`src/rtl/lrt_pkg.sv`:
```
// Package: shared types, register offsets and the fixed identification bytes
// for the raster timing generator. Assumes 32-bit registers on word offsets.
package lrt_pkg;

    typedef enum logic [1:0] {
        PH_SYNC = 2'd0,
        PH_BACK = 2'd1,
        PH_ACT  = 2'd2,
        PH_FRNT = 2'd3
    } lrt_phase_e;

    // Word offsets (byte offset / 4)
    localparam logic [9:0] W_HTIM  = 10'h000;
    localparam logic [9:0] W_VTIM  = 10'h001;
    localparam logic [9:0] W_POL   = 10'h002;
    localparam logic [9:0] W_SPARE = 10'h003;
    localparam logic [9:0] W_CTRL  = 10'h006;
    localparam logic [9:0] W_MASK  = 10'h007;
    localparam logic [9:0] W_RAW   = 10'h008;
    localparam logic [9:0] W_MSTAT = 10'h009;
    localparam logic [9:0] W_CLR   = 10'h00A;

    localparam int CTRL_EN_BIT  = 0;
    localparam int CTRL_PWR_BIT = 11;
    localparam int FRAME_STAT_BIT = 3;
    localparam int STAT_W = 5;

    // Identification byte for a word offset in the top eight words; zero elsewhere.
    function automatic logic [7:0] id_byte(input logic [9:0] word);
        case (word)
            10'h3F8: id_byte = 8'h11;
            10'h3F9: id_byte = 8'h11;
            10'h3FA: id_byte = 8'h04;
            10'h3FB: id_byte = 8'h00;
            10'h3FC: id_byte = 8'h0D;
            10'h3FD: id_byte = 8'hF0;
            10'h3FE: id_byte = 8'h05;
            10'h3FF: id_byte = 8'hB1;
            default: id_byte = 8'h00;
        endcase
    endfunction

    function automatic logic is_id_word(input logic [9:0] word);
        is_id_word = (word[9:3] == 7'h7F);
    endfunction

endpackage

```
`src/rtl/lrt_regfile.sv`:
```
// Module: lrt_regfile
// Holds the timing, polarity, control, mask and status registers and serves
// combinational reads. Timing writes are dropped while enable is set; power is
// only accepted on top of an already-set enable. Assumes word-aligned offsets.
module lrt_regfile
    import lrt_pkg::*;
#(
    parameter int ADDR_W = 12,
    parameter int DATA_W = 32
) (
    input  logic              clk,
    input  logic              rst_n,
    input  logic              wr,
    input  logic [ADDR_W-1:0] addr,
    input  logic [DATA_W-1:0] wdata,
    output logic [DATA_W-1:0] rdata,
    input  logic              frame_evt,
    output logic [7:0]        h_sync_f,
    output logic [7:0]        h_back_f,
    output logic [7:0]        h_frnt_f,
    output logic [5:0]        h_act_f,
    output logic [5:0]        v_sync_f,
    output logic [7:0]        v_back_f,
    output logic [7:0]        v_frnt_f,
    output logic [9:0]        v_act_f,
    output logic              inv_h,
    output logic              inv_v,
    output logic              inv_clk,
    output logic              en,
    output logic              pwr,
    output logic              irq,
    output logic              frame_stat
);
    localparam int WORD_W = ADDR_W - 2;

    logic [DATA_W-1:0] htim_q, vtim_q, pol_q, spare_q, ctrl_q;
    logic [STAT_W-1:0] mask_q, raw_q, clr_v, set_v;
    logic [9:0]        word;
    logic              wr_tim;
    logic              unused_lo;

    assign word      = 10'(addr[ADDR_W-1:2]);
    assign unused_lo = ^addr[1:0];
    assign wr_tim    = wr && !ctrl_q[CTRL_EN_BIT];

    // Timing registers: written only while the controller is disabled.
    always_ff @(posedge clk) begin
        if (!rst_n) begin
            htim_q  <= '0;
            vtim_q  <= '0;
            pol_q   <= '0;
            spare_q <= '0;
        end else if (wr_tim) begin
            if (word == W_HTIM)  htim_q  <= wdata;
            if (word == W_VTIM)  vtim_q  <= wdata;
            if (word == W_POL)   pol_q   <= wdata;
            if (word == W_SPARE) spare_q <= wdata;
        end
    end

    // Control register: power accepted only when enable was set beforehand.
    always_ff @(posedge clk) begin
        if (!rst_n) begin
            ctrl_q <= '0;
        end else if (wr && word == W_CTRL) begin
            ctrl_q <= wdata;
            ctrl_q[CTRL_PWR_BIT] <= wdata[CTRL_PWR_BIT] && wdata[CTRL_EN_BIT]
                                    && ctrl_q[CTRL_EN_BIT];
        end
    end

    // Interrupt mask register.
    always_ff @(posedge clk) begin
        if (!rst_n)
            mask_q <= '0;
        else if (wr && word == W_MASK)
            mask_q <= wdata[STAT_W-1:0];
    end

    // Raw status set/clear decode; a set in the same cycle wins over a clear.
    always_comb begin
        clr_v = (wr && word == W_CLR) ? wdata[STAT_W-1:0] : '0;
        set_v = '0;
        set_v[FRAME_STAT_BIT] = frame_evt;
    end

    // Raw status register.
    always_ff @(posedge clk) begin
        if (!rst_n)
            raw_q <= '0;
        else
            raw_q <= (raw_q & ~clr_v) | set_v;
    end

    // Read multiplexer.
    always_comb begin
        rdata = '0;
        if (is_id_word(word)) begin
            rdata = DATA_W'(id_byte(word));
        end else begin
            case (word)
                W_HTIM:  rdata = htim_q;
                W_VTIM:  rdata = vtim_q;
                W_POL:   rdata = pol_q;
                W_SPARE: rdata = spare_q;
                W_CTRL:  rdata = ctrl_q;
                W_MASK:  rdata = DATA_W'(mask_q);
                W_RAW:   rdata = DATA_W'(raw_q);
                W_MSTAT: rdata = DATA_W'(raw_q & mask_q);
                default: rdata = '0;
            endcase
        end
    end

    assign h_back_f   = htim_q[31:24];
    assign h_frnt_f   = htim_q[23:16];
    assign h_sync_f   = htim_q[15:8];
    assign h_act_f    = htim_q[7:2];
    assign v_back_f   = vtim_q[31:24];
    assign v_frnt_f   = vtim_q[23:16];
    assign v_sync_f   = vtim_q[15:10];
    assign v_act_f    = vtim_q[9:0];
    assign inv_clk    = pol_q[13];
    assign inv_h      = pol_q[12];
    assign inv_v      = pol_q[11];
    assign en         = ctrl_q[CTRL_EN_BIT];
    assign pwr        = ctrl_q[CTRL_PWR_BIT];
    assign irq        = |(raw_q & mask_q);
    assign frame_stat = raw_q[FRAME_STAT_BIT];

endmodule

```
`src/rtl/lrt_axis_seq.sv`:
```
// Module: lrt_axis_seq
// One raster axis: walks sync, back porch, active and front porch, each for
// its programmed length, advancing one step per 'adv'. Held at the first sync
// step while 'run' is low. Assumes every length is at least one.
module lrt_axis_seq
    import lrt_pkg::*;
#(
    parameter int CNT_W = 12
) (
    input  logic             clk,
    input  logic             rst_n,
    input  logic             run,
    input  logic             adv,
    input  logic [CNT_W-1:0] sync_len,
    input  logic [CNT_W-1:0] back_len,
    input  logic [CNT_W-1:0] act_len,
    input  logic [CNT_W-1:0] frnt_len,
    output lrt_phase_e       phase,
    output logic [CNT_W-1:0] pos,
    output logic             wrap,
    output logic             sync_done
);
    localparam logic [CNT_W-1:0] ONE = CNT_W'(1);

    lrt_phase_e       phase_q;
    logic [CNT_W-1:0] pos_q;
    logic [CNT_W-1:0] cur_len;
    logic             at_last;

    // Length of the phase currently being counted.
    always_comb begin
        case (phase_q)
            PH_SYNC: cur_len = sync_len;
            PH_BACK: cur_len = back_len;
            PH_ACT:  cur_len = act_len;
            default: cur_len = frnt_len;
        endcase
    end

    assign at_last = (pos_q == cur_len - ONE);

    // Phase and position within phase.
    always_ff @(posedge clk) begin
        if (!rst_n || !run) begin
            phase_q <= PH_SYNC;
            pos_q   <= '0;
        end else if (adv) begin
            if (at_last) begin
                phase_q <= lrt_phase_e'(phase_q + 2'd1);
                pos_q   <= '0;
            end else begin
                pos_q   <= pos_q + ONE;
            end
        end
    end

    assign phase     = phase_q;
    assign pos       = pos_q;
    assign wrap      = adv && at_last && (phase_q == PH_FRNT);
    assign sync_done = adv && at_last && (phase_q == PH_SYNC);

endmodule

```
`src/rtl/lrt_out_stage.sv`:
```
// Module: lrt_out_stage
// Turns the two axis phases into panel signals: polarity-adjusted syncs,
// data-enable, column/row and the start-of-frame strobe. Everything idles
// while 'run' is low. Purely combinational from registered state.
module lrt_out_stage
    import lrt_pkg::*;
#(
    parameter int CNT_W = 12
) (
    input  logic             run,
    input  lrt_phase_e       h_phase,
    input  logic [CNT_W-1:0] h_pos,
    input  lrt_phase_e       v_phase,
    input  logic [CNT_W-1:0] v_pos,
    input  logic             inv_h,
    input  logic             inv_v,
    output logic             hsync,
    output logic             vsync,
    output logic             de,
    output logic [CNT_W-1:0] col,
    output logic [CNT_W-1:0] row,
    output logic             sof
);
    logic h_act, v_act;

    // Decode of active region and syncs.
    always_comb begin
        h_act = run && (h_phase == PH_ACT);
        v_act = run && (v_phase == PH_ACT);
        de    = h_act && v_act;
        col   = de ? h_pos : '0;
        row   = de ? v_pos : '0;
        sof   = de && (h_pos == '0) && (v_pos == '0);
        hsync = (run && (h_phase == PH_SYNC)) ^ inv_h;
        vsync = (run && (v_phase == PH_SYNC)) ^ inv_v;
    end

endmodule

```
`src/rtl/lcd_raster_timing.sv`:
```
// Module: lcd_raster_timing (top)
// Register-programmed TFT raster timing generator. Decodes the packed
// timing fields into phase lengths, runs a horizontal and a vertical axis
// sequencer, and drives the panel outputs. Runs only with enable and power.
module lcd_raster_timing
    import lrt_pkg::*;
#(
    parameter int ADDR_W = 12,
    parameter int DATA_W = 32,
    parameter int CNT_W  = 12
) (
    input  logic              clk,
    input  logic              rst_n,
    input  logic              reg_wr,
    input  logic [ADDR_W-1:0] reg_addr,
    input  logic [DATA_W-1:0] reg_wdata,
    output logic [DATA_W-1:0] reg_rdata,
    output logic              lcd_hsync,
    output logic              lcd_vsync,
    output logic              lcd_de,
    output logic [CNT_W-1:0]  lcd_col,
    output logic [CNT_W-1:0]  lcd_row,
    output logic              lcd_sof,
    output logic              lcd_clk_inv,
    output logic              lcd_irq
);
    localparam int N_AXES = 2;
    localparam logic [CNT_W-1:0] ONE     = CNT_W'(1);
    localparam logic [CNT_W-1:0] SIXTEEN = CNT_W'(16);

    logic [7:0] h_sync_f, h_back_f, h_frnt_f, v_back_f, v_frnt_f;
    logic [5:0] h_act_f, v_sync_f;
    logic [9:0] v_act_f;
    logic       inv_h, inv_v, en, pwr, run, frame_stat;

    logic [CNT_W-1:0] len_sync [N_AXES];
    logic [CNT_W-1:0] len_back [N_AXES];
    logic [CNT_W-1:0] len_act  [N_AXES];
    logic [CNT_W-1:0] len_frnt [N_AXES];
    logic [N_AXES-1:0] adv, wrap, sync_done;
    lrt_phase_e        phase [N_AXES];
    logic [CNT_W-1:0]  pos   [N_AXES];

    lrt_regfile #(.ADDR_W(ADDR_W), .DATA_W(DATA_W)) regs_i (
        .clk(clk), .rst_n(rst_n), .wr(reg_wr), .addr(reg_addr),
        .wdata(reg_wdata), .rdata(reg_rdata), .frame_evt(sync_done[1]),
        .h_sync_f(h_sync_f), .h_back_f(h_back_f), .h_frnt_f(h_frnt_f),
        .h_act_f(h_act_f), .v_sync_f(v_sync_f), .v_back_f(v_back_f),
        .v_frnt_f(v_frnt_f), .v_act_f(v_act_f), .inv_h(inv_h), .inv_v(inv_v),
        .inv_clk(lcd_clk_inv), .en(en), .pwr(pwr), .irq(lcd_irq),
        .frame_stat(frame_stat)
    );

    assign run = en && pwr;

    // Field decode: durations are field+1, active width in 16-pixel units.
    always_comb begin
        len_sync[0] = CNT_W'(h_sync_f) + ONE;
        len_back[0] = CNT_W'(h_back_f) + ONE;
        len_act[0]  = CNT_W'({h_act_f, 4'b0000}) + SIXTEEN;
        len_frnt[0] = CNT_W'(h_frnt_f) + ONE;
        len_sync[1] = CNT_W'(v_sync_f) + ONE;
        len_back[1] = CNT_W'(v_back_f) + ONE;
        len_act[1]  = CNT_W'(v_act_f) + ONE;
        len_frnt[1] = CNT_W'(v_frnt_f) + ONE;
    end

    // Horizontal steps every clock; vertical steps when a line wraps.
    assign adv[0] = 1'b1;
    assign adv[1] = wrap[0];

    generate
        for (genvar a = 0; a < N_AXES; a++) begin : g_axis
            lrt_axis_seq #(.CNT_W(CNT_W)) seq_i (
                .clk(clk), .rst_n(rst_n), .run(run), .adv(adv[a]),
                .sync_len(len_sync[a]), .back_len(len_back[a]),
                .act_len(len_act[a]), .frnt_len(len_frnt[a]),
                .phase(phase[a]), .pos(pos[a]), .wrap(wrap[a]),
                .sync_done(sync_done[a])
            );
        end
    endgenerate

    lrt_out_stage #(.CNT_W(CNT_W)) out_i (
        .run(run), .h_phase(phase[0]), .h_pos(pos[0]),
        .v_phase(phase[1]), .v_pos(pos[1]), .inv_h(inv_h), .inv_v(inv_v),
        .hsync(lcd_hsync), .vsync(lcd_vsync), .de(lcd_de),
        .col(lcd_col), .row(lcd_row), .sof(lcd_sof)
    );

endmodule

```
`config.mk`:
```
export PLATFORM = sky130hd
export DESIGN_NAME = lcd_raster_timing
export DESIGN_NICKNAME = d
export VERILOG_FILES = /design/src/rtl/lrt_pkg.sv /design/src/rtl/lrt_regfile.sv /design/src/rtl/lrt_axis_seq.sv /design/src/rtl/lrt_out_stage.sv /design/src/rtl/lcd_raster_timing.sv
export SDC_FILE = /design/constraint.sdc
export NUM_CORES = 1
export LEC_CHECK = 0
export ABC_AREA = 1
export BUFFER_PORTS_ARGS = -buffer_cell sky130_fd_sc_hd__buf_2
export CAP_MARGIN = 25
export CORE_MARGIN = 5
export CORE_UTILIZATION = 50
export DETAILED_ROUTE_END_ITERATION = 8
export MAX_ROUTING_LAYER = met4
export PLACE_DENSITY_LB_ADDON = 0.15
export SETUP_SLACK_MARGIN = 0.1
export SYNTH_ARGS = -nofsm -noshare
export SYNTH_HDL_FRONTEND = slang
export SYNTH_HIERARCHICAL = 1
export SYNTH_SLANG_ARGS = --single-unit
```
`constraint.sdc`:
```
create_clock -name clk -period 3.9 [get_ports clk]
set_clock_uncertainty 0.2 [all_clocks]
set_input_delay 0.39 -clock clk [delete_from_list [all_inputs] [get_ports clk]]
set_output_delay 0.39 -clock clk [all_outputs]
set_load 0.02 [all_outputs]
```
==> load_flow_metrics.sql, run 1 <==
INSERT INTO impl_metrics (metric_group, metric, value, unit) VALUES
('critical_path', 'crit_path_frequent_cell', 'sky130_fd_sc_hd__nand2_1', ''),
('clock_tree', 'worst_skew_pair.late_latency', '450', 'ps'),
('timing', 'worst_slew_margin_rel', '39.3', '%'),
('route', 'routed-via-count', '12329', ''),
('route', 'totalWireLength', '36300', 'um'),
('yosys', 'synth_area_per_cell', '6.54', 'um^2'),
('placed_design', 'numPortBuffers', '106', ''),
('timing', 'setup-violations-final', '0', ''),
('timing', 'max_clock_freq', '266', 'MHz'),
('pwr', 'leakagePower', '6.19', 'nW'),
('timing', 'tightest_slew', '908', 'ps'),
('outcome', 'result_of_the_run', 'complete, no violations', ''),
('critical_path', 'arrival', '3900', 'ps'),
('route', 'drt-pass1-iter-count', '5', ''),
('grt', 'antenna_found_initial', '1', ''),
('timing', 'setup_slack', '137', 'ps'),
('yosys', 'synthesis.area', '0.0127', 'mm^2'),
('clock_tree', 'ctsLongestPathBuffers', '2', ''),
('final_layout', 'fin_nets', '2106', ''),
('pwr', 'irDropWorstVdd', '0.224', 'mV'),
('timing', 'setup_tns', '0', 'ps'),
('route', 'drt-wirelength-per-cell', '15.2', 'um'),
('grt', 'gr-usage-all-layers', '25.4', '%'),
('critical_path', 'critical_path.slowest_cell', 'sky130_fd_sc_hd__dfxtp_2', ''),
('critical_path', 'cp_slowest_stage_delay', '360', 'ps'),
('critical_path', 'endpoint_kind', 'flip-flop', ''),
('critical_path', 'startpoint', 'regs_i/htim_q[9]', ''),
('timing', 'final_period_minus_worst_setup_slack', '3760', 'ps'),
('placed_design', 'dpl.hpwl', '25800', 'um'),
('clock_tree', 'cts-htree-levels', '4', ''),
('critical_path', 'cpLargestDelayFamily', 'simple AND/OR/NAND/NOR gates', ''),
('final_layout', 'fin_util', '57.1', '%'),
('floorplan', 'floorplan.initialDensity', '50.6', '%'),
('yosys', 'synth_cells', '1941', ''),
('route', 'drc_errors_left', '0', ''),
('floorplan', 'fp.dieH', '169', 'um'),
('route', 'postRouteAntennaNets', '0', ''),
('placed_design', 'place_worst_setup_slack', '-7.23', 'ps'),
('final_layout', 'mostFrequentLayoutCell', 'sky130_fd_sc_hd__nand2_1', ''),
('route', 'routed_via_density', '5.18', ''),
('floorplan', 'core.rowCount', '58', ''),
('grt', 'grt-ovfl-total', '0', ''),
('critical_path', 'worstReg2RegStart', 'regs_i/htim_q[9]', ''),
('clock_tree', 'cts_tree', 'done', ''),
('critical_path', 'worst_r2r_endpoint', 'g_axis[1].seq_i/pos[10]', ''),
('grt', 'grt_first_pass_wirelength', '57700', 'um'),
('timing', 'final_max_slew_viol_count', '0', ''),
('critical_path', 'regToRegSetupSlack', '140', 'ps'),
('grt', 'grt_start_max_net_pins', '89', ''),
('critical_path', 'required', '4040', 'ps'),
('critical_path', 'worst-path-max-fanout', '5', ''),
('route', 'drt_iter0_drc', '1030', ''),
('critical_path', 'timing.critical_path.buf_inv', '2', ''),
('clock_tree', 'clkTransAtPathRegs', '90', 'ps'),
('floorplan', 'core_region_area', '0.0251', 'mm^2'),
('clock_tree', 'cts_num_sinks', '198', ''),
('floorplan', 'dieArea', '0.0287', 'mm^2'),
('placed_design', 'gp_congestion', '0.920', ''),
('critical_path', 'cp_num_cells', '24', ''),
('timing', 'report.final.hold_viol_count', '0', ''),
('floorplan', 'io-pin-count', '109', ''),
('yosys', 'syn_warnings', '6', ''),
('timing', 'rsz_0062_raised_after_global_routing', 'true', ''),
('clock_tree', 'numCtsBuffers', '17', ''),
('critical_path', 'worstSetupStartpointType', 'flip-flop', ''),
('critical_path', 'rr_worst_depth', '24', ''),
('timing', 'timing.final.crit_share', '96.5', '%'),
('hold_path', 'worst_hold_path_class', 'in2reg', ''),
('critical_path', 'crit_end', 'g_axis[1].seq_i/pos[10]', ''),
('final_layout', 'final_cell_mix', 'sky130_fd_sc_hd__nand2_1, sky130_fd_sc_hd__inv_1, sky130_fd_sc_hd__dfxtp_1, sky130_fd_sc_hd__nor2_1, sky130_fd_sc_hd__o21ai_0', ''),
('timing', 'fin_hold_ws', '51.1', 'ps');
## routing by layer
metal	up-vias	routed length, um	GRT usage, %
met5	-	0	-
met4	0	578	6.09
met2	305	16600	40.0
met3	30	1840	3.28
li1	6328	-	-
met1	5666	17300	35.1
## where the power goes
| part | internal [W] | switching, W |
|---|---|---|
| sequential | 0.00202 | 0.000000879 |
| clock | 0.000877 | 0.000952 |
| combinational | 0.0000556 | 0.000130 |
## how the worst min path moves through the flow
stage	from	end	depth (start not counted)
after floorplan	regs_i/pol_q[3]	regs_i/pol_q[3]	2
after global placement	regs_i/spare_q[30]	regs_i/spare_q[30]	2
after detailed placement	regs_i/spare_q[30]	regs_i/spare_q[30]	2
after CTS	reg_wdata[23]	regs_i/ctrl_q[23]	3
after global routing	reg_wdata[10]	regs_i/htim_q[10]	3
final	reg_wdata[23]	regs_i/ctrl_q[23]	3
## timing repair
item | in CTS | in global routing
gates cloned | 0 | 0
setup endpoints to repair | 3 | 7
pin swaps | 6 | 35
resized for setup | 3 | 67
endpoints found under the hold margin | 0 | 0
setup buffers | 1 | 12
## state kept, by name (all words and copies together) (netlist names)
signal and cells:
regs_i/htim_q 32, regs_i/mask_q 5, regs_i/spare_q 32, g_axis.seq_i/phase 4
g_axis.seq_i/pos 24, regs_i/vtim_q 32, regs_i/pol_q 32, regs_i/ctrl_q 32
regs_i/raw_q 5
## area by class of cell
cell class / instances / area [um^2]
timing repair buffer: 158 / 936
inverter: 319 / 1200
clock inverter: 15 / 178
multi-input combinational: 1344 / 7200
sequential: 198 / 3980
tap: 330 / 413
fill: 2471 / 10800
antenna: 1 / 2.50
clock buffer: 17 / 425
## tightest hold or removal path, stage by stage
cell	delay [ps]
sky130_fd_sc_hd__buf_2	120
sky130_fd_sc_hd__o21ai_0	80
sky130_fd_sc_hd__nor2_1	80
## metrics by stage
step	total power [W]	instance area, um^2
after floorplan	0.00217	12800
after global placement	0.00225	13400
after detailed placement	0.00225	13400
after CTS	0.00404	14000
after global routing	0.00416	14300
final	0.00403	14300
Note: power is estimated with default switching activity, not from simulation.
==> run 2: changes to the inputs <==
--- a/config.mk
+++ b/config.mk
@@ -11,6 +11,7 @@
 export CORE_MARGIN = 5
 export CORE_UTILIZATION = 50
 export DETAILED_ROUTE_END_ITERATION = 8
+export GPL_TIMING_DRIVEN = 0
 export MAX_ROUTING_LAYER = met4
 export PLACE_DENSITY_LB_ADDON = 0.15
 export SETUP_SLACK_MARGIN = 0.1
==> run 2 against run 1 <==
Highest routed layer unchanged. Critical endpoint is now g_axis[1].seq_i/pos[11]. Critical path depth increased by 3. Via count increased by 4.6%. Count of clock-buffer cells in the layout did not move. Worst setup slack got worse by 19 ps. Critical path type unchanged. Utilization grew 2.3 points.
==> load_flow_metrics.sql, run 2 (same netlist as run 1, synthesis figures left out) <==
INSERT INTO impl_metrics (metric_group, metric, value, unit) VALUES
('outcome', 'result_of_the_run', 'complete, no violations', ''),
('timing', 'final_period_minus_worst_setup_slack', '3780', 'ps'),
('clock_tree', 'worst_skew_pair.late_latency', '440', 'ps'),
('pwr', 'pwr-share-seq', '49.7', '%'),
('timing', 'report.final.hold_viol_count', '0', ''),
('critical_path', 'arrival', '3970', 'ps'),
('timing', 'timing.final.crit_share', '97.0', '%'),
('pwr', 'comb_power_share', '5.0', '%'),
('final_layout', 'finish.instance_area', '0.0149', 'mm^2'),
('route', 'routed-via-count', '12900', ''),
('critical_path', 'endpoint_kind', 'flip-flop', ''),
('route', 'postRouteAntennaNets', '0', ''),
('route', 'totalWireLength', '40600', 'um'),
('pwr', 'power_switching', '0.00110', 'W'),
('floorplan', 'core.rowCount', '58', ''),
('final_layout', 'multi_input_comb_area', '0.00722', 'mm^2'),
('grt', 'grt_start_max_net_pins', '23', ''),
('final_layout', 'mostFrequentLayoutCell', 'sky130_fd_sc_hd__nand2_1', ''),
('floorplan', 'floorplan.initialDensity', '50.6', '%'),
('critical_path', 'worst-path-max-fanout', '3', ''),
('pwr', 'power', '0.00406', 'W'),
('route', 'drt_iter0_drc', '1109', ''),
('pwr', 'irDropWorstVdd', '0.229', 'mV'),
('critical_path', 'required', '4090', 'ps'),
('final_layout', 'insertedDiodeCount', '0', ''),
('clock_tree', 'root_buffer', 'sky130_fd_sc_hd__clkbuf_16', ''),
('grt', 'antenna_found_initial', '0', ''),
('grt', 'first_global_vias', '11970', ''),
('hold_path', 'worst_hold_path_class', 'in2reg', ''),
('timing', 'rsz_0062_raised_after_global_routing', 'true', ''),
('placed_design', 'numPortBuffers', '105', ''),
('floorplan', 'dieArea', '0.0287', 'mm^2'),
('final_layout', 'fin_util', '59.4', '%'),
('pwr', 'power_frac_clock', '45.3', '%'),
('floorplan', 'fp.dieH', '169', 'um'),
('timing', 'setup_tns', '0', 'ps'),
('route', 'drt-pass1-iter-count', '5', ''),
('grt', 'grt-ovfl-total', '0', ''),
('timing', 'max_clock_freq', '264', 'MHz'),
('placed_design', 'dpl.hpwl', '31200', 'um'),
('pwr', 'cellInternalPower', '0.00296', 'W'),
('final_layout', 'final_cell_mix', 'sky130_fd_sc_hd__nand2_1, sky130_fd_sc_hd__inv_1, sky130_fd_sc_hd__dfxtp_1, sky130_fd_sc_hd__o21ai_0, sky130_fd_sc_hd__nor2_1', ''),
('timing', 'final_max_slew_viol_count', '0', ''),
('route', 'drc_errors_left', '0', ''),
('timing', 'worst_slew_margin_rel', '52.1', '%'),
('timing', 'setup-violations-final', '0', ''),
('clock_tree', 'cts_tree', 'done', ''),
('pwr', 'pwr_density_cell', '272', 'mW/mm^2'),
('timing', 'tightest_slew', '718', 'ps'),
('placed_design', 'dpl_cell_area', '0.0138', 'mm^2'),
('run', 'max_cap_violations', '0', ''),
('final_layout', 'fin_nets', '2191', ''),
('floorplan', 'core_region_area', '0.0251', 'mm^2'),
('final_layout', 'post_route_cells_drive_above_1_share', '18.2', '%'),
('grt', 'grt_first_pass_wirelength', '63500', 'um'),
('route', 'drt-wirelength-per-cell', '16.5', 'um'),
('clock_tree', 'cts-htree-levels', '4', ''),
('final_layout', 'final.fill_count', '2474', ''),
('clock_tree', 'cts_num_sinks', '198', ''),
('grt', 'gr-usage-all-layers', '28.5', '%'),
('floorplan', 'die_width', '169', 'um'),
('clock_tree', 'clkTransAtPathRegs', '80', 'ps'),
('final_layout', 'areaGrowthSynthToFinish', '17.4', '%'),
('final_layout', 'layout.area.seq', '0.00398', 'mm^2'),
('placed_design', 'gp_congestion', '0.951', ''),
('pwr', 'swShare', '27.1', '%'),
('timing', 'setup_slack', '118', 'ps'),
('clock_tree', 'numCtsBuffers', '17', ''),
('pwr', 'leakagePower', '6.50', 'nW'),
('critical_path', 'criticalPathCategory', 'reg2reg', ''),
('clock_tree', 'ctsLongestPathBuffers', '2', ''),
('floorplan', 'io-pin-count', '109', ''),
('route', 'routed_via_density', '5.23', ''),
('placed_design', 'place_worst_setup_slack', '-560', 'ps'),
('critical_path', 'worstSetupStartpointType', 'flip-flop', '');
run 2: cell types whose count changed in the layout (fill, tap and decap cells not counted), sizes merged:
cell / before / now
buf: 158 / 217
clkbuf: 17 / 43
diode: 1 / 0
run 2: area by class of cell:
class	instances	area share [%]
inverters	319	8.11
flip-flops and latches	198	26.7
repair buffers	135	5.03
well taps	330	2.77
multi-input cells	1344	48.4
clock inverters	15	1.29
plain buffers	108	4.82
clock buffers	17	2.85
run 2: through the flow:
stage,cells,hold slack (ps)
6_report,2466,66.6
5_1_grt,2466,63.2
4_1_cts,2456,57.0
3_5_place_dp,2405,240
3_3_place_gp,2405,237
2_1_floorplan,1970,224
run 2: final timing paths:
check / from / endpoint / slack [ps] / cells after the start
setup / recovery: regs_i/htim_q[10] / g_axis[1].seq_i/pos[11] / 120 / 27
hold / removal: reg_wdata[19] / regs_i/htim_q[19] / 70 / 3
setup reg to reg: regs_i/htim_q[10] / g_axis[1].seq_i/pos[11] / 120 / 27
hold reg to reg: regs_i/spare_q[4] / regs_i/spare_q[4] / 250 / 2
run 2: repair_timing:
action	CTS	global route
pin swaps	27	29
setup endpoints to repair	8	10
hold buffers	0	0
resized for setup	40	36
setup buffers	20	10
run 2: metal layers:
layer | wire length [um] | up-vias | global-route usage (%)
li1 | - | 6498 | -
met1 | 17500 | 5895 | 36.6
met2 | 19800 | 458 | 48.8
met3 | 2600 | 49 | 3.59
met4 | 647 | 0 | 5.53
met5 | 0 | - | -
run 2: power by group through the flow:
| stage | sequential, W | combinational (W) | clock [W] |
|---|---|---|---|
| 2_1_floorplan | 0.00207 | 0.000106 | 0 |
| 3_3_place_gp | 0.00207 | 0.000196 | 0 |
| 3_5_place_dp | 0.00207 | 0.000196 | 0 |
| 4_1_cts | 0.00202 | 0.000198 | 0.00186 |
| 5_1_grt | 0.00202 | 0.000225 | 0.00196 |
| 6_report | 0.00202 | 0.000204 | 0.00184 |
run 2: worst max-delay path: stages (launching register included):
cell,delay (ps)
sky130_fd_sc_hd__dfxtp_2,360
sky130_fd_sc_hd__buf_4,150
sky130_fd_sc_hd__nand3_1,120
sky130_fd_sc_hd__nor2_2,200
sky130_fd_sc_hd__xor2_1,110
sky130_fd_sc_hd__nand2_1,80
sky130_fd_sc_hd__nand2_1,110
sky130_fd_sc_hd__o21ai_4,220
sky130_fd_sc_hd__nand2_4,90
sky130_fd_sc_hd__nor2_4,100
sky130_fd_sc_hd__nand2_1,70
sky130_fd_sc_hd__nand2_1,70
sky130_fd_sc_hd__nand3_1,60
sky130_fd_sc_hd__nand2_1,120
sky130_fd_sc_hd__nand2_1,100
sky130_fd_sc_hd__nor2_4,160
sky130_fd_sc_hd__nand4_4,120
sky130_fd_sc_hd__nor2_4,160
sky130_fd_sc_hd__inv_4,60
sky130_fd_sc_hd__nor3_4,210
sky130_fd_sc_hd__nand3_2,120
sky130_fd_sc_hd__nor2_2,150
sky130_fd_sc_hd__nand2_2,70
sky130_fd_sc_hd__nor2_2,130
sky130_fd_sc_hd__nand3_1,90
sky130_fd_sc_hd__xnor2_1,170
sky130_fd_sc_hd__nand2_1,70
sky130_fd_sc_hd__inv_1,50
==> run 3: changes to the inputs <==
--- a/config.mk
+++ b/config.mk
@@ -13,7 +13,7 @@
 export DETAILED_ROUTE_END_ITERATION = 8
 export GPL_TIMING_DRIVEN = 0
 export MAX_ROUTING_LAYER = met4
-export PLACE_DENSITY_LB_ADDON = 0.15
+export PLACE_DENSITY = 0.71
 export SETUP_SLACK_MARGIN = 0.1
 export SYNTH_ARGS = -nofsm -noshare
 export SYNTH_HDL_FRONTEND = slang
==> run 3 against run 2 <==
Sequential power about the same. Sequential cell count unchanged. Die area unchanged. Non-clock buffer count up 10.
==> load_flow_metrics.sql, run 3 (same netlist as run 1, synthesis figures left out) <==
INSERT INTO impl_metrics (metric_group, metric, value, unit) VALUES
('timing', 'final_max_slew_viol_count', '0', ''),
('pwr', 'power', '0.00410', 'W'),
('clock_tree', 'cts_tree', 'done', ''),
('placed_design', 'numPortBuffers', '105', ''),
('grt', 'gr-usage-all-layers', '28.1', '%'),
('grt', 'grt-ovfl-total', '0', ''),
('floorplan', 'io-pin-count', '109', ''),
('route', 'drt-pass1-iter-count', '5', ''),
('critical_path', 'criticalPathCategory', 'reg2reg', ''),
('route', 'routed_via_density', '5.27', ''),
('final_layout', 'post_route_cells_drive_above_1_share', '19.0', '%'),
('hold_path', 'worst_hold_path_class', 'in2reg', ''),
('route', 'drc_errors_left', '0', ''),
('floorplan', 'fp.dieH', '169', 'um'),
('pwr', 'swShare', '27.5', '%'),
('timing', 'max_clock_freq', '262', 'MHz'),
('clock_tree', 'numCtsBuffers', '17', ''),
('outcome', 'result_of_the_run', 'complete, no violations', ''),
('pwr', 'irDropWorstVdd', '0.240', 'mV'),
('grt', 'antenna_found_initial', '0', ''),
('critical_path', 'required', '4060', 'ps'),
('final_layout', 'mostFrequentLayoutCell', 'sky130_fd_sc_hd__nand2_1', ''),
('floorplan', 'floorplan.initialDensity', '50.6', '%'),
('pwr', 'pwr-share-seq', '49.2', '%'),
('placed_design', 'gp_congestion', '0.983', ''),
('pwr', 'cellInternalPower', '0.00298', 'W'),
('clock_tree', 'cts_num_sinks', '198', ''),
('final_layout', 'areaGrowthSynthToFinish', '18.6', '%'),
('critical_path', 'endpoint_kind', 'flip-flop', ''),
('floorplan', 'core_region_area', '0.0251', 'mm^2'),
('pwr', 'power_frac_clock', '46.0', '%'),
('route', 'totalWireLength', '39900', 'um'),
('clock_tree', 'cts-htree-levels', '4', ''),
('route', 'drt_iter0_drc', '1229', ''),
('critical_path', 'critical_path.slowest_cell', 'sky130_fd_sc_hd__dfxtp_4', ''),
('pwr', 'power_switching', '0.00113', 'W'),
('grt', 'first_global_vias', '12056', ''),
('critical_path', 'worst-path-max-fanout', '4', ''),
('clock_tree', 'root_buffer', 'sky130_fd_sc_hd__clkbuf_16', ''),
('timing', 'worst_slew_margin_rel', '54.7', '%'),
('route', 'routed-via-count', '13051', ''),
('critical_path', 'arrival', '3970', 'ps'),
('timing', 'fin_hold_ws', '53.9', 'ps'),
('timing', 'report.final.hold_viol_count', '0', ''),
('final_layout', 'insertedDiodeCount', '0', ''),
('clock_tree', 'clkTransAtPathRegs', '90', 'ps'),
('placed_design', 'dpl.hpwl', '30400', 'um'),
('final_layout', 'final_cell_mix', 'sky130_fd_sc_hd__nand2_1, sky130_fd_sc_hd__inv_1, sky130_fd_sc_hd__dfxtp_1, sky130_fd_sc_hd__nor2_1, sky130_fd_sc_hd__o21ai_0', ''),
('final_layout', 'multi_input_comb_area', '0.00726', 'mm^2'),
('critical_path', 'rr_worst_depth', '26', ''),
('final_layout', 'fin_nets', '2201', ''),
('final_layout', 'layout.area.seq', '0.00399', 'mm^2'),
('floorplan', 'dieArea', '0.0287', 'mm^2'),
('critical_path', 'cp_slowest_stage_delay', '410', 'ps'),
('timing', 'timing.final.crit_share', '97.8', '%'),
('timing', 'setup-violations-final', '0', ''),
('hold_path', 'min_path_cells', '3', ''),
('timing', 'final_period_minus_worst_setup_slack', '3810', 'ps'),
('critical_path', 'worstSetupStartpointType', 'flip-flop', ''),
('floorplan', 'die_width', '169', 'um'),
('final_layout', 'final.fill_count', '2448', ''),
('pwr', 'leakagePower', '6.56', 'nW'),
('floorplan', 'core.rowCount', '58', ''),
('run', 'max_cap_violations', '0', ''),
('clock_tree', 'worst_skew_pair.late_latency', '450', 'ps'),
('timing', 'tightest_slew', '679', 'ps'),
('pwr', 'pwr_density_cell', '272', 'mW/mm^2'),
('grt', 'grt_start_max_net_pins', '24', ''),
('critical_path', 'regToRegSetupSlack', '90', 'ps'),
('route', 'postRouteAntennaNets', '0', ''),
('grt', 'grt_first_pass_wirelength', '62700', 'um'),
('route', 'drt-wirelength-per-cell', '16.1', 'um'),
('pwr', 'comb_power_share', '4.8', '%'),
('clock_tree', 'ctsHoldBuffers', '0', ''),
('timing', 'rsz_0062_raised_after_global_routing', 'true', ''),
('clock_tree', 'ctsLongestPathBuffers', '2', '');
-- run 3: changes by cell type in the layout (fill, tap and decap cells not counted), sizes merged --
| cell | previous run | this run |
|---|---|---|
| buf | 217 | 227 |
| clkinv | 10 | 5 |
| inv | 324 | 329 |
-- run 3: cell type report --
cell class | count | area share, %
well taps | 330 | 2.74
plain buffers | 109 | 4.87
inverters | 319 | 8.03
clock inverters | 15 | 1.32
flip-flops and latches | 198 | 26.5
multi-input cells | 1344 | 48.2
repair buffers | 144 | 5.53
clock buffers | 17 | 2.82
-- run 3: worst paths after layout --
| path | startpoint | to |
|---|---|---|
| max | g_axis[0].seq_i/phase[0] | g_axis[1].seq_i/pos[8] |
| min | reg_wdata[17] | regs_i/htim_q[17] |
| max reg2reg | g_axis[0].seq_i/phase[0] | g_axis[1].seq_i/pos[8] |
| min reg2reg | regs_i/spare_q[2] | regs_i/spare_q[2] |
-- run 3: repair_timing --
item,4_1_cts,5_1_grt
gates resized for setup,51,44
setup endpoints to repair,8,7
cloned,0,0
buffers inserted,30,12
pin swaps,26,38
-- run 3: through the flow --
step                setup WS (ps)  std cells  TNS (ps)  utilization, %  area [um^2]
floorplan                    99.9       1970         0               -        12800
global placement             -513       2405     -2060            54.9        13800
detailed placement           -558       2405     -2420            54.9        13800
CTS                           104       2467         0            59.0        14800
global route                 -195       2476      -714            60.0        15100
finish                       86.3       2476         0            60.0        15100
-- run 3: layer usage --
| layer | track usage (%) | wire length (um) | part of all wire (%) | up-vias |
|---|---|---|---|---|
| li1 | - | - | - | 6532 |
| met1 | 35.4 | 16800 | 42 | 5971 |
| met2 | 46.9 | 19200 | 48 | 464 |
| met3 | 3.66 | 2800 | 7.0 | 84 |
| met4 | 9.00 | 1070 | 2.7 | 0 |
| met5 | - | 0 | 0 | - |
-- run 3: power by group through the flow --
stage / registers [W] / logic (W) / clock network [W]
final: 0.00202 / 0.000198 / 0.00189
after global routing: 0.00202 / 0.000220 / 0.00198
after CTS: 0.00202 / 0.000192 / 0.00190
after detailed placement: 0.00207 / 0.000191 / 0
after global placement: 0.00207 / 0.000189 / 0
after floorplan: 0.00207 / 0.000106 / 0
-- run 3: worst max-delay path: cells and delay by family (launching register included) --
family,cells,cell delay [ps]
XOR/XNOR,2,240
buffers and inverters,6,450
flip-flops,1,410
AO/OA/AOI/OAI,2,260
adder cells (fa/ha/maj),2,390
AND/OR/NAND/NOR,14,1760
